## src/rtl/rcause_pkg.sv

```systemverilog
package rcause_pkg;

    localparam int RC_W = 16;

    // Flag positions; software decodes these
    localparam int POS_TRAP   = 15;
    localparam int POS_BADACC = 14;
    localparam int POS_CFG    = 9;
    localparam int POS_EXT    = 7;
    localparam int POS_SWRST  = 6;
    localparam int POS_WDT    = 4;
    localparam int POS_SLEEP  = 3;
    localparam int POS_IDLE   = 2;
    localparam int POS_BOR    = 1;
    localparam int POS_POR    = 0;

    localparam logic [RC_W-1:0] IMPL_MASK =
        (RC_W'(1) << POS_TRAP)  | (RC_W'(1) << POS_BADACC) |
        (RC_W'(1) << POS_CFG)   | (RC_W'(1) << POS_EXT)    |
        (RC_W'(1) << POS_SWRST) | (RC_W'(1) << POS_WDT)    |
        (RC_W'(1) << POS_SLEEP) | (RC_W'(1) << POS_IDLE)   |
        (RC_W'(1) << POS_BOR)   | (RC_W'(1) << POS_POR);

    localparam logic [RC_W-1:0] RESET_WORD =
        (RC_W'(1) << POS_BOR) | (RC_W'(1) << POS_POR);

    typedef struct packed {
        logic brownout;
        logic ext_pin;
        logic sw_reset;
        logic wdt_expire;
        logic trap_conflict;
        logic bad_access;
        logic cfg_mismatch;
        logic enter_sleep;
        logic enter_idle;
        logic wdt_clear;
    } rc_events_t;

endpackage

```

## src/rtl/rcause_event_map.sv

```systemverilog
module rcause_event_map
    import rcause_pkg::*;
#(
    parameter int W = RC_W
) (
    input  rc_events_t   ev,
    output logic [W-1:0] set_vec,
    output logic [W-1:0] clr_vec
);

    localparam logic [W-1:0] ONE = W'(1);

    // Bits a brown-out wipes
    localparam logic [W-1:0] BOR_CLR =
        (ONE << POS_TRAP)  | (ONE << POS_BADACC) | (ONE << POS_EXT) |
        (ONE << POS_SWRST) | (ONE << POS_WDT)    | (ONE << POS_SLEEP) |
        (ONE << POS_IDLE);

    always_comb begin
        set_vec = '0;
        set_vec[POS_TRAP]   = ev.trap_conflict;
        set_vec[POS_BADACC] = ev.bad_access;
        set_vec[POS_CFG]    = ev.cfg_mismatch;
        set_vec[POS_EXT]    = ev.ext_pin;
        set_vec[POS_SWRST]  = ev.sw_reset;
        set_vec[POS_WDT]    = ev.wdt_expire;
        set_vec[POS_SLEEP]  = ev.enter_sleep;
        set_vec[POS_IDLE]   = ev.enter_idle;
        set_vec[POS_BOR]    = ev.brownout;
    end

    always_comb begin
        clr_vec = ev.brownout ? BOR_CLR : '0;
        if (ev.enter_sleep || ev.enter_idle || ev.wdt_clear) begin
            clr_vec[POS_WDT] = 1'b1;
        end
    end

endmodule

```

## src/rtl/rcause_flag_cell.sv

```systemverilog
module rcause_flag_cell #(
    parameter bit IMPL    = 1'b1,
    parameter bit RST_VAL = 1'b0
) (
    input  logic clk,
    input  logic por_n,
    input  logic hw_set,
    input  logic hw_clr,
    input  logic sw_we,
    input  logic sw_bit,
    output logic q
);

    logic nxt;

    // Priority: hardware set, hardware clear, software write, hold
    always_comb begin
        if (hw_set) begin
            nxt = 1'b1;
        end else if (hw_clr) begin
            nxt = 1'b0;
        end else if (sw_we) begin
            nxt = sw_bit;
        end else begin
            nxt = q;
        end
    end

    always_ff @(posedge clk or negedge por_n) begin
        if (!por_n) begin
            q <= IMPL ? RST_VAL : 1'b0;
        end else begin
            q <= IMPL ? nxt : 1'b0;
        end
    end

endmodule

```

## src/rtl/rcause_reg.sv

```systemverilog
module rcause_reg
    import rcause_pkg::*;
#(
    parameter int W = RC_W
) (
    input  logic         clk,
    input  logic         por_n,
    input  logic         ev_brownout,
    input  logic         ev_ext_pin,
    input  logic         ev_sw_reset,
    input  logic         ev_wdt_expire,
    input  logic         ev_trap_conflict,
    input  logic         ev_bad_access,
    input  logic         ev_cfg_mismatch,
    input  logic         ev_enter_sleep,
    input  logic         ev_enter_idle,
    input  logic         ev_wdt_clear,
    input  logic         wr_en,
    input  logic [W-1:0] wr_data,
    output logic [W-1:0] rd_data
);

    localparam logic [W-1:0] IMPL = W'(IMPL_MASK);
    localparam logic [W-1:0] RSTV = W'(RESET_WORD);

    rc_events_t   ev;
    logic [W-1:0] set_vec;
    logic [W-1:0] clr_vec;
    logic [W-1:0] flags;

    always_comb begin
        ev.brownout      = ev_brownout;
        ev.ext_pin       = ev_ext_pin;
        ev.sw_reset      = ev_sw_reset;
        ev.wdt_expire    = ev_wdt_expire;
        ev.trap_conflict = ev_trap_conflict;
        ev.bad_access    = ev_bad_access;
        ev.cfg_mismatch  = ev_cfg_mismatch;
        ev.enter_sleep   = ev_enter_sleep;
        ev.enter_idle    = ev_enter_idle;
        ev.wdt_clear     = ev_wdt_clear;
    end

    rcause_event_map #(.W(W)) u_map (
        .ev      (ev),
        .set_vec (set_vec),
        .clr_vec (clr_vec)
    );

    for (genvar i = 0; i < W; i++) begin : g_bit
        rcause_flag_cell #(
            .IMPL    (IMPL[i]),
            .RST_VAL (RSTV[i])
        ) u_cell (
            .clk    (clk),
            .por_n  (por_n),
            .hw_set (set_vec[i]),
            .hw_clr (clr_vec[i]),
            .sw_we  (wr_en),
            .sw_bit (wr_data[i]),
            .q      (flags[i])
        );
    end

    assign rd_data = flags;

endmodule

```

## config.mk

```make
export PLATFORM = sky130hd
export DESIGN_NAME = rcause_reg
export DESIGN_NICKNAME = d
export VERILOG_FILES = /design/src/rtl/rcause_pkg.sv /design/src/rtl/rcause_event_map.sv /design/src/rtl/rcause_flag_cell.sv /design/src/rtl/rcause_reg.sv
export SDC_FILE = /design/constraint.sdc
export NUM_CORES = 1
export LEC_CHECK = 0
export BUFFER_PORTS_ARGS = -buffer_cell sky130_fd_sc_hd__buf_4
export CORE_MARGIN = 5
export CORE_UTILIZATION = 40
export CTS_CLUSTER_DIAMETER = 40
export DETAILED_ROUTE_END_ITERATION = 16
export PLACE_DENSITY = 0.9
export SLEW_MARGIN = 20
export SYNTH_ARGS = -nofsm -noshare
export SYNTH_HDL_FRONTEND = slang
export SYNTH_SLANG_ARGS = --single-unit
```

## constraint.sdc

```tcl
create_clock -name clk -period 1.5 [get_ports clk]
set_input_delay 0.3 -clock clk [delete_from_list [all_inputs] [get_ports clk]]
set_output_delay 0.3 -clock clk [all_outputs]
set_load 0.02 [all_outputs]
```

After elaboration in Yosys (flattened, before gate mapping)
Index checks and enable logic that the tools add are counted.
Widths: inputs -> output; s select.
{"block": "word_totals", "in_bits": 29, "wordCells": 53, "ff_bits": 10}
{"block": "op_classes", "muxes": 31, "n_reduce_logical": 12}
{"cell": "$mux 1", "n": 30}
{"cell": "$reduce_bool 3->1", "n": 9}
{"cell": "$mux 16", "n": 1}
{"cell": "$logic_or 1x1->1", "n": 2}
{"cell": "$reduce_bool 2->1", "n": 1}

Depth between registers and ports, before layout
Gate-level depths: netlist of the first run.
{"block": "depth", "ltp_word": 5, "mapped_depth": 3, "depth_no_buf": 2}

By module
From an unflattened synthesis of the first run, not the netlist that was laid out.
{"block": "hier_totals", "hier_cells": 75, "hier_area_um2": 739.5}
{"mod": "rcause_flag_cell at g_bit[14].u_cell ...", "area_per_inst_um2": 42.5, "instances": 8, "cells_per_inst": 3, "seq_area_each_um2": 25.0}
{"mod": "rcause_event_map", "area_per_inst_um2": 244.0, "instances": 1, "cells_per_inst": 33, "seq_area_each_um2": 0.0}
{"mod": "rcause_flag_cell at g_bit[0].u_cell ...", "area_per_inst_um2": 43.8, "instances": 2, "cells_per_inst": 3, "seq_area_each_um2": 26.3}
{"mod": "rcause_flag_cell at g_bit[10].u_cell ...", "area_per_inst_um2": 11.3, "instances": 6, "cells_per_inst": 2, "seq_area_each_um2": 0.0}

Worst setup path after synthesis of the first run
OpenSTA, ideal clock, no wires.
{"block": "synth_path", "kind": "register to output", "start": "register g_bit[0].u_cell.q", "end": "output port rd_data[0]", "path_slack_ps": 573, "required_ps": 1200, "stages_incl_launch_ff": 2, "arrival_ps": 627, "path_cell_list": "dfstp_2 > buf_4"}
{"element": "start: declaration", "line_no": "rcause_flag_cell.sv:11", "text": "output logic q"}
{"element": "start signal: assignment", "line_no": "rcause_flag_cell.sv:31", "text": "q <= IMPL ? RST_VAL : 1'b0;"}
{"element": "start signal: assignment", "line_no": "rcause_flag_cell.sv:33", "text": "q <= IMPL ? nxt : 1'b0;"}
{"element": "end: declaration", "line_no": "rcause_reg.sv:20", "text": "output logic [W-1:0] rd_data"}
No word-level cell between the ends.

Worst setup path in the final report of the first run
{"block": "layout_path", "start": "register g_bit[0].u_cell.q", "end": "output port rd_data[0]"}
No word-level cell between the ends.

==> results of run 1 <==
==> path summary, 6_finish.rpt <==
check,to,startpoint,slack [ns],cells past startpoint
min in group asynchronous,g_bit[7].u_cell.q$_DFFE_PN0P_,por_n,0.42,2
worst max register to register,g_bit[4].u_cell.q$_DFFE_PN0P_,g_bit[4].u_cell.q$_DFFE_PN0P_,0.59,2
max in group asynchronous,g_bit[0].u_cell.q$_DFFE_PN1P_,por_n,0.85,2
worst max-delay path,rd_data[0],g_bit[0].u_cell.q$_DFFE_PN1P_,0.29,1
worst min register to register,g_bit[14].u_cell.q$_DFFE_PN0P_,g_bit[14].u_cell.q$_DFFE_PN0P_,0.55,2
worst min-delay path,g_bit[4].u_cell.q$_DFFE_PN0P_,ev_wdt_expire,0.23,2
==> kinds of logic after synthesis <==
group	share of synthesized area
other	0.006558
AO/OA/AOI/OAI	0.1247
buffers and inverters	0.2495
multiplexers	0.1444
AND/OR/NAND/NOR	0.03283
flip-flops	0.4420
==> layer usage <==
| metal | up-vias | GRT usage | part of all wire |
|---|---|---|---|
| met2 | 23 | 0.1900 | 0.50 |
| met5 | - | 0 | 0 |
| met4 | 0 | 0.04839 | 0 |
| li1 | 193 | - | - |
| met1 | 172 | 0.1121 | 0.33 |
| met3 | 0 | 0.04135 | 0.17 |
==> area by class of cell <==
| cell class | count | share of cell area |
|---|---|---|
| Tap cell | 15 | 0.02525 |
| Multi-Input combinational cell | 26 | 0.2626 |
| Clock buffer | 4 | 0.03535 |
| Sequential cell | 10 | 0.3401 |
| Timing Repair Buffer | 33 | 0.3367 |
==> synth_stat cells <==
library cell	instances
buf_4	16
a21o_1	1
dfrtp_1	8
a211o_2	1
mux2_2	2
a211o_1	1
o21bai_1	6
conb_1	1
dfstp_2	2
nor2b_1	2
mux2i_1	6
nor4_1	1
buf_6	2
==> timing repair <==
item / in CTS / in global routing
hold endpoints to repair: 8 / 0
setup endpoints to repair: 0 / 0
hold buffers: 1 / 0
==> through the flow <==
| stage | total power [mW] | setup slack, ns | hold slack (ns) | std cells | utilization |
|---|---|---|---|---|---|
| 3_5_place_dp | 0.4717 | 0.3638 | 0.1338 | 83 | 0.5300 |
| 2_1_floorplan | 0.4281 | 0.5729 | 0.004409 | 54 | - |
| 6_report | 0.6501 | 0.2897 | 0.2274 | 88 | 0.5572 |
| 3_3_place_gp | 0.4670 | 0.3814 | 0.1327 | 83 | 0.5300 |
| 4_1_cts | 0.6617 | 0.2779 | 0.2230 | 88 | 0.5572 |
| 5_1_grt | 0.6952 | 0.2637 | 0.2164 | 88 | 0.5572 |
==> power by group through the flow <==
stage	clock [mW]	sequential, mW	combinational, mW
final	0.183	0.302	0.165
after global routing	0.212	0.304	0.179
after CTS	0.193	0.302	0.166
after detailed placement	0	0.307	0.164
after global placement	0	0.306	0.161
after floorplan	0	0.305	0.123
==> results.sh, run 1 <==
export IMPL_fmax_mhz=826.2
export IMPL_io_buffers=32
export IMPL_pwr_share_seq=0.465
export IMPL_yosysWarnings=0
export IMPL_root_buffer="clkbuf_4"
export IMPL_ff_latch_area_um2=252.7
export IMPL_synth_top_area_share=0.3501
export IMPL_drt_drc_violations_left=0
export IMPL_final_setup_viol_count=0
export IMPL_layout_common_cells="32 x buf_4, 8 x dfrtp_1, 6 x mux2i_1, 6 x o21bai_1, 6 x conb_1"
export IMPL_grt_pass1_vias=398
export IMPL_arrival_ns=0.91
export IMPL_dpl_cell_area_um2=706.9
export IMPL_setup_tns_ns=0
export IMPL_grt_pass1_wl_mm=1.683
export IMPL_gp_congestion=0.6365
export IMPL_placement_rows=13
export IMPL_mostFrequentLayoutCell="buf_4"
export IMPL_syn_inst=49
export IMPL_slowest_stage="dfstp_2"
export IMPL_rsz0062_at_grt="no"
export IMPL_vias=388
export IMPL_grt_usage=0.1078
export IMPL_grt_max_degree=13
export IMPL_cap_violations=0
export IMPL_dpl_hpwl_um=962.7
export IMPL_yosysUniqueCellTypes=13
export IMPL_wl_per_cell_um=13.34
export IMPL_clockPowerShare=0.282
export IMPL_cpLargestDelayFamily="flip-flops"
export IMPL_largest_registers="g_bit.u_cell.q x10"
export IMPL_drt_iter0_drc=0
export IMPL_final_max_slew_viol_count=0
export IMPL_pwr_share_comb=0.253
export IMPL_clk_pin_slew_ns=0.06
export IMPL_hold_viol=0
export IMPL_p_sw_uw=169.3
export IMPL_path_cells="buf_4"
export IMPL_fillers=117
export IMPL_worstSetupStartpointType="register"
export IMPL_path_class="reg2out"
export IMPL_area_growth_pct=29.98
export IMPL_netlist_area_um2=571.8
export IMPL_fp_coreArea_um2=1334
export IMPL_drive_gt1_frac=0.5479
export IMPL_htreeDepth=1
export IMPL_fp_dieH_um=47.81
export IMPL_antennaDiodeCount=0
export IMPL_min_period_ns=1.210
export IMPL_cp_max_fo=2
export IMPL_power_leakage_nw=0.3797
export IMPL_vias_per_cell=4.409
export IMPL_nets=103
export IMPL_cts_resized=0
export IMPL_antenna_found_initial=0
export IMPL_synth_area_top_cells="dfrtp_1 35%, buf_4 21%, mux2i_1 11%, dfstp_2 9.2%, o21bai_1 7.9%"
export IMPL_fp_dieArea_um2=2286
export IMPL_clock_sinks=10
export IMPL_largest_register="g_bit.u_cell.q"
export IMPL_slowest_delay_ns=0.53
export IMPL_multi_input_area_um2=195.2
export IMPL_cts_buffers=3
export IMPL_ys_ff_latch=10
export IMPL_dr_pass1_iters=1
export IMPL_power_density_nw_per_um2=874.7
export IMPL_p_int_uw=480.8
export IMPL_fin_area_um2=743.2
export IMPL_avgSynthCellArea_um2=11.67
export IMPL_cts_setup_buffers=0
export IMPL_ir_drop_v=0.0002900
export IMPL_initial_core_util=0.4287
export IMPL_ys_seq_area_frac=0.4420
export IMPL_wl_mm=1.174
export IMPL_clk_latency_ns=0.25
export IMPL_min_path_type="in2reg"
export IMPL_synth_largest_area_cell="dfrtp_1"
export IMPL_min_period_over_period=0.8069
export IMPL_clk_path_buf_depth=2
export IMPL_end_kind="primary output"
export IMPL_fin_skew_ns=0
export IMPL_die_x_um=47.81
export IMPL_largest_reg_flops=10
export IMPL_gr_total_overflow=0
export IMPL_status="finished clean"
export IMPL_cts_tree="built"
export IMPL_ioPinCount=45
export IMPL_postRouteAntennaNets=0
export IMPL_p_sw_frac=0.2604
export IMPL_cp_buffers_inverters=1
export IMPL_required_ns=1.20
(Power assumes the default switching activity.)
==> inputs of run 2 (changes only) <==
--- a/config.mk
+++ b/config.mk
@@ -5,12 +5,13 @@
 export SDC_FILE = /design/constraint.sdc
 export NUM_CORES = 1
 export LEC_CHECK = 0
+export ABC_AREA = 1
 export BUFFER_PORTS_ARGS = -buffer_cell sky130_fd_sc_hd__buf_4
 export CORE_MARGIN = 5
 export CORE_UTILIZATION = 40
 export CTS_CLUSTER_DIAMETER = 40
 export DETAILED_ROUTE_END_ITERATION = 16
-export PLACE_DENSITY = 0.9
+export PLACE_DENSITY = 0.87
 export SLEW_MARGIN = 20
 export SYNTH_ARGS = -nofsm -noshare
 export SYNTH_HDL_FRONTEND = slang
==> constraint.sdc (replaced) <==
create_clock -name clk -period 1.2 [get_ports clk]
set_input_delay 0.24 -clock clk [delete_from_list [all_inputs] [get_ports clk]]
set_output_delay 0.24 -clock clk [all_outputs]
set_load 0.02 [all_outputs]
==> results.sh, run 2 <==
export IMPL_antenna_found_initial=0
export IMPL_avgSynthCellArea_um2=7.965
export IMPL_clk_latency_ns=0.25
export IMPL_arrival_ns=0.92
export IMPL_vias_per_cell=4.066
export IMPL_largest_reg_flops=10
export IMPL_area_growth_pct=26.63
export IMPL_fin_cells=122
export IMPL_slowest_delay_ns=0.53
export IMPL_path_class="reg2out"
export IMPL_synth_flop_cell="dfrtp_1"
export IMPL_yosysWarnings=0
export IMPL_use_met3=0.02367
export IMPL_postRouteAntennaNets=0
export IMPL_cp_max_fo=2
export IMPL_nets=136
export IMPL_dr_pass1_iters=2
export IMPL_clk_pin_slew_ns=0.06
export IMPL_placement_rows=14
export IMPL_power_leakage_nw=0.4720
export IMPL_power_density_nw_per_um2=1072
export IMPL_worstSetupStartpointType="register"
export IMPL_required_ns=0.96
export IMPL_final_setup_viol_count=0
export IMPL_cts_buffers=3
export IMPL_vias=496
export IMPL_drt_iter0_drc=4
export IMPL_met2_usage=0.1883
export IMPL_synth_largest_area_cell="dfrtp_1"
export IMPL_layout_common_cells="32 x buf_4, 23 x nand2_1, 12 x inv_1"
export IMPL_initial_core_util=0.4286
export IMPL_synth_async_reset_ratio=1.000
export IMPL_largest_registers="g_bit.u_cell.q x10"
export IMPL_cpLargestDelayFamily="flip-flops"
export IMPL_drive_gt1_frac=0.4434
export IMPL_wl_per_cell_um=10.61
export IMPL_cp_buffers_inverters=1
export IMPL_root_buffer="clkbuf_4"
export IMPL_synth_edf_count=0
export IMPL_clk_path_buf_depth=2
export IMPL_hold_ws_ns=0.1639
export IMPL_final_max_slew_viol_count=0
export IMPL_grt_max_degree=18
export IMPL_min_path_type="in2reg"
export IMPL_busiest_layer="met2"
export IMPL_fmax_mhz=864.7
export IMPL_ys_ff_latch=10
export IMPL_synth_most_common_cell="nand2_1"
export IMPL_ff_latch_area_um2=252.7
export IMPL_die_x_um=50.41
export IMPL_mostFrequentLayoutCell="buf_4"
export IMPL_yosysUniqueCellTypes=16
export IMPL_fp_dieArea_um2=2541
export IMPL_ir_drop_v=0.0005745
export IMPL_drt_drc_violations_left=0
export IMPL_multi_input_area_um2=222.7
export IMPL_status="finished clean"
export IMPL_io_buffers=32
export IMPL_setup_tns_ns=0
export IMPL_syn_inst=82
export IMPL_cts_resized=0
export IMPL_fp_coreArea_um2=1524
export IMPL_dpl_hpwl_mm=1.068
export IMPL_min_period_ns=1.156
export IMPL_ioPinCount=45
export IMPL_synth_area_top_cells="dfrtp_1 31%, buf_4 18%, nand2_1 13%, dfstp_2 8.0%, inv_1 6.9%"
export IMPL_finalPower_uw=886.9
export IMPL_netlist_area_um2=653.1
export IMPL_fillers=150
export IMPL_synth_common_cells="23 x nand2_1, 16 x buf_4, 12 x inv_1"
export IMPL_cts_tree="built"
export IMPL_htreeDepth=1
export IMPL_path_cells="buf_4"
export IMPL_grt_pass1_vias=531
export IMPL_synth_top_area_share=0.3065
export IMPL_end_kind="primary output"
export IMPL_slowest_stage="dfstp_2"
export IMPL_antennaDiodeCount=0
export IMPL_largest_register="g_bit.u_cell.q"
export IMPL_place_detailed_instances=117
export IMPL_gp_congestion=0.6401
export IMPL_fin_skew_ns=0
export IMPL_hold_viol=0
export IMPL_fp_dieH_um=50.41
export IMPL_gr_total_overflow=0
export IMPL_clock_sinks=10
export IMPL_met1_usage=0.1257
export IMPL_cts_setup_buffers=0
export IMPL_rsz0062_at_grt="no"
export IMPL_grt_pass1_wl_mm=2.173
export IMPL_min_period_over_period=0.9637
export IMPL_grt_usage=0.1123
export IMPL_ys_seq_area_frac=0.3870
export IMPL_wl_mm=1.295
export IMPL_cap_violations=0
## run 2: final timing paths
check                                              startpoint                        endpoint  slack, ns  cells after the start
worst max-delay path            g_bit[0].u_cell.q$_DFFE_PN1P_                      rd_data[0]       0.04                      1
worst min-delay path                            ev_wdt_expire   g_bit[4].u_cell.q$_DFFE_PN0P_       0.16                      3
worst max register to register  g_bit[1].u_cell.q$_DFFE_PN1P_   g_bit[1].u_cell.q$_DFFE_PN1P_       0.50                      2
worst min register to register  g_bit[0].u_cell.q$_DFFE_PN1P_   g_bit[0].u_cell.q$_DFFE_PN1P_       0.47                      2
max in group asynchronous                               por_n   g_bit[0].u_cell.q$_DFFE_PN1P_       0.63                      2
min in group asynchronous                               por_n  g_bit[14].u_cell.q$_DFFE_PN0P_       0.35                      2
## run 2: kinds of logic (layout without fill, tap and decap cells)
family | after synthesis | after routing | share of synthesized area
flops | 10 | 10 | 0.3870
buf+inv | 30 | 49 | 0.3008
compound gates | 7 | 7 | 0.08620
simple gates | 34 | 34 | 0.2203
other cells | 1 | 6 | 0.005742
## run 2: metal layers
metal | vias up | wire (um)
met5 | - | 0
met4 | 0 | 19
met3 | 2 | 108
met2 | 27 | 640
met1 | 203 | 527
li1 | 264 | -
## run 2: final cells by class
cell class              instances  share of cell area
well taps                      16             0.02421
multi-input cells              47              0.2693
flip-flops and latches         10              0.3056
inverters                      12             0.05446
clock buffers                   4             0.04387
repair buffers                 33              0.3026
## run 2: stage by stage
stage / setup slack (ns) / utilization / instance area [um2]
2_1_floorplan: 0.3304 / - / 671.9
3_3_place_gp: 0.2968 / 0.5123 / 780.7
3_5_place_dp: 0.2725 / 0.5123 / 780.7
4_1_cts: 0.02805 / 0.5427 / 827.0
5_1_grt: 0.005414 / 0.5427 / 827.0
6_report: 0.04358 / 0.5427 / 827.0
## run 2: what timing repair did
item	in CTS	in global routing
hold endpoints to repair	10	0
setup endpoints to repair	0	0
hold buffers	1	0
## run 2: report_power, final
part           leakage [nW]  switching, mW  internal [mW]
sequential            0.108         0.0132          0.365
clock                0.0210          0.107          0.184
combinational         0.343          0.115          0.103
==> inputs of run 3 (changes only) <==
--- a/config.mk
+++ b/config.mk
@@ -7,11 +7,10 @@
 export LEC_CHECK = 0
 export ABC_AREA = 1
 export BUFFER_PORTS_ARGS = -buffer_cell sky130_fd_sc_hd__buf_4
-export CORE_MARGIN = 5
-export CORE_UTILIZATION = 40
+export CORE_UTILIZATION = 36
 export CTS_CLUSTER_DIAMETER = 40
 export DETAILED_ROUTE_END_ITERATION = 16
-export PLACE_DENSITY = 0.87
+export PLACE_DENSITY = 0.83
 export SLEW_MARGIN = 20
 export SYNTH_ARGS = -nofsm -noshare
 export SYNTH_HDL_FRONTEND = slang
==> constraint.sdc (replaced) <==
create_clock -name clk -period 0.99 [get_ports clk]
set_input_delay 0.198 -clock clk [delete_from_list [all_inputs] [get_ports clk]]
set_output_delay 0.198 -clock clk [all_outputs]
set_load 0.02 [all_outputs]
==> results.sh, run 3 (synthesis results as in run 2) <==
export IMPL_met1_usage=0.1542
export IMPL_dpl_cell_area_um2=792.0
export IMPL_busiest_layer="met2"
export IMPL_place_detailed_instances=126
export IMPL_fin_area_um2=898.4
export IMPL_hold_viol=0
export IMPL_fmax_mhz=898.6
export IMPL_slowest_stage="dfstp_2"
export IMPL_power_density_nw_per_um2=1251
export IMPL_io_buffers=32
export IMPL_mostFrequentLayoutCell="buf_4"
export IMPL_violations="setup timing"
export IMPL_final_util=0.5260
export IMPL_rsz0062_at_grt="yes"
export IMPL_dr_pass1_iters=4
export IMPL_fillers=170
export IMPL_grt_usage=0.1407
export IMPL_nets=139
export IMPL_wl_mm=1.232
export IMPL_end_kind="primary output"
export IMPL_largest_reg_flops=10
export IMPL_cap_violations=0
export IMPL_ff_latch_area_um2=252.7
export IMPL_arrival_ns=0.91
export IMPL_cp_max_fo=2
export IMPL_vias_per_cell=4.022
export IMPL_wl_per_cell_um=9.194
export IMPL_slowest_delay_ns=0.54
export IMPL_cpLargestDelayFamily="flip-flops"
export IMPL_die_x_um=44.60
export IMPL_drt_iter0_drc=2
export IMPL_antennaDiodeCount=0
export IMPL_htreeDepth=1
export IMPL_status="complete, but fails checks"
export IMPL_min_period_ns=1.113
export IMPL_largest_registers="g_bit.u_cell.q x10"
export IMPL_path_cells="buf_6"
export IMPL_met2_usage=0.2618
export IMPL_required_ns=0.79
export IMPL_placement_rows=15
export IMPL_cp_buffers_inverters=1
export IMPL_ir_drop_v=0.0005584
export IMPL_clk_latency_ns=0.26
export IMPL_ioPinCount=45
export IMPL_cts_tree="built"
export IMPL_drt_drc_violations_left=0
export IMPL_gp_congestion=0.7094
export IMPL_largest_register="g_bit.u_cell.q"
export IMPL_path_class="reg2out"
export IMPL_final_setup_viol_count=3
export IMPL_drive_gt1_frac=0.4587
export IMPL_vias=539
export IMPL_worstSetupStartpointType="register"
export IMPL_root_buffer="clkbuf_4"
export IMPL_dpl_hpwl_um=926.8
export IMPL_fin_skew_ns=0
export IMPL_grt_pass1_vias=522
export IMPL_fp_dieH_um=44.60
export IMPL_gr_total_overflow=0
export IMPL_setup_ws_ns=-0.1229
export IMPL_min_path_type="in2reg"
export IMPL_finalPower_mw=1.124
export IMPL_fp_coreArea_um2=1708
export IMPL_final_max_slew_viol_count=0
export IMPL_initial_core_util=0.3824
export IMPL_cts_buffers=3
export IMPL_fp_dieArea_um2=1989
export IMPL_fin_cells=134
export IMPL_clock_sinks=10
export IMPL_antenna_found_initial=0
export IMPL_area_growth_pct=37.55
export IMPL_grt_pass1_wl_mm=2.014
export IMPL_layout_common_cells="25 x buf_4, 23 x nand2_1, 12 x inv_1"
export IMPL_place_ws_ns=0.09210
export IMPL_clk_path_buf_depth=2
export IMPL_multi_input_area_um2=222.7
export IMPL_postRouteAntennaNets=0
export IMPL_power_leakage_nw=0.4997
export IMPL_clk_pin_slew_ns=0.07
export IMPL_grt_max_degree=18
export IMPL_use_met3=0.02857
export IMPL_min_period_over_period=1.124
[run 3: cell types whose count changed in the layout (fill, tap and decap cells not counted)]
cell   delta
buf_4     -7
buf_6    +10
[run 3: routing by layer]
| metal | wire length, um | part of all wire |
|---|---|---|
| met5 | 0 | 0 |
| met4 | 0 | 0 |
| met3 | 99 | 0.080 |
| met2 | 653 | 0.53 |
| met1 | 480 | 0.39 |
[run 3: metrics by stage]
step	hold WS (ns)	TNS, ns
6_report	0.1202	-0.2491
4_1_cts	0.1176	-0.2866
3_5_place_dp	0.03394	0
2_1_floorplan	-0.09759	0
3_3_place_gp	0.03244	0
5_1_grt	0.1257	-0.4446
[run 3: worst reg2reg max path, cell delays in order (launching register included)]
cell and delay (ns):
dfrtp_1 0.39, buf_4 0.14, nor2_2 0.09, o21bai_2 0.07
[run 3: power breakdown]
group          leakage, nW  total [mW]  internal (mW)  switching (mW)
registers            0.108       0.462          0.442          0.0199
clock network       0.0210       0.368          0.223           0.145
logic                0.371       0.294          0.153           0.141
[run 3: path summary, 6_finish.rpt]
path | startpoint | end | slack (ns) | depth (start not counted)
max in group asynchronous | por_n | g_bit[0].u_cell.q$_DFFE_PN1P_ | 0.48 | 2
min in group asynchronous | por_n | g_bit[6].u_cell.q$_DFFE_PN0P_ | 0.29 | 2
worst max register to register | g_bit[15].u_cell.q$_DFFE_PN0P_ | g_bit[15].u_cell.q$_DFFE_PN0P_ | 0.18 | 3
worst min register to register | g_bit[0].u_cell.q$_DFFE_PN1P_ | g_bit[0].u_cell.q$_DFFE_PN1P_ | 0.48 | 2
worst max-delay path | g_bit[0].u_cell.q$_DFFE_PN1P_ | rd_data[0] | -0.12 | 1
worst min-delay path | ev_wdt_expire | g_bit[4].u_cell.q$_DFFE_PN0P_ | 0.12 | 3
[run 3: layout make-up]
class / instances / area share
clock buffers: 4 / 0.04039
flip-flops and latches: 10 / 0.2813
inverters: 12 / 0.05014
repair buffers: 36 / 0.3454
well taps: 25 / 0.03482
multi-input cells: 47 / 0.2479
[run 3: repair_timing]
| item | in CTS | in global routing |
|---|---|---|
| gates resized for setup | 10 | 0 |
| hold endpoints to repair | 10 | 0 |
| hold buffers | 1 | 0 |
| setup buffers | 3 | 0 |
| endpoints found under the setup margin | 10 | 10 |
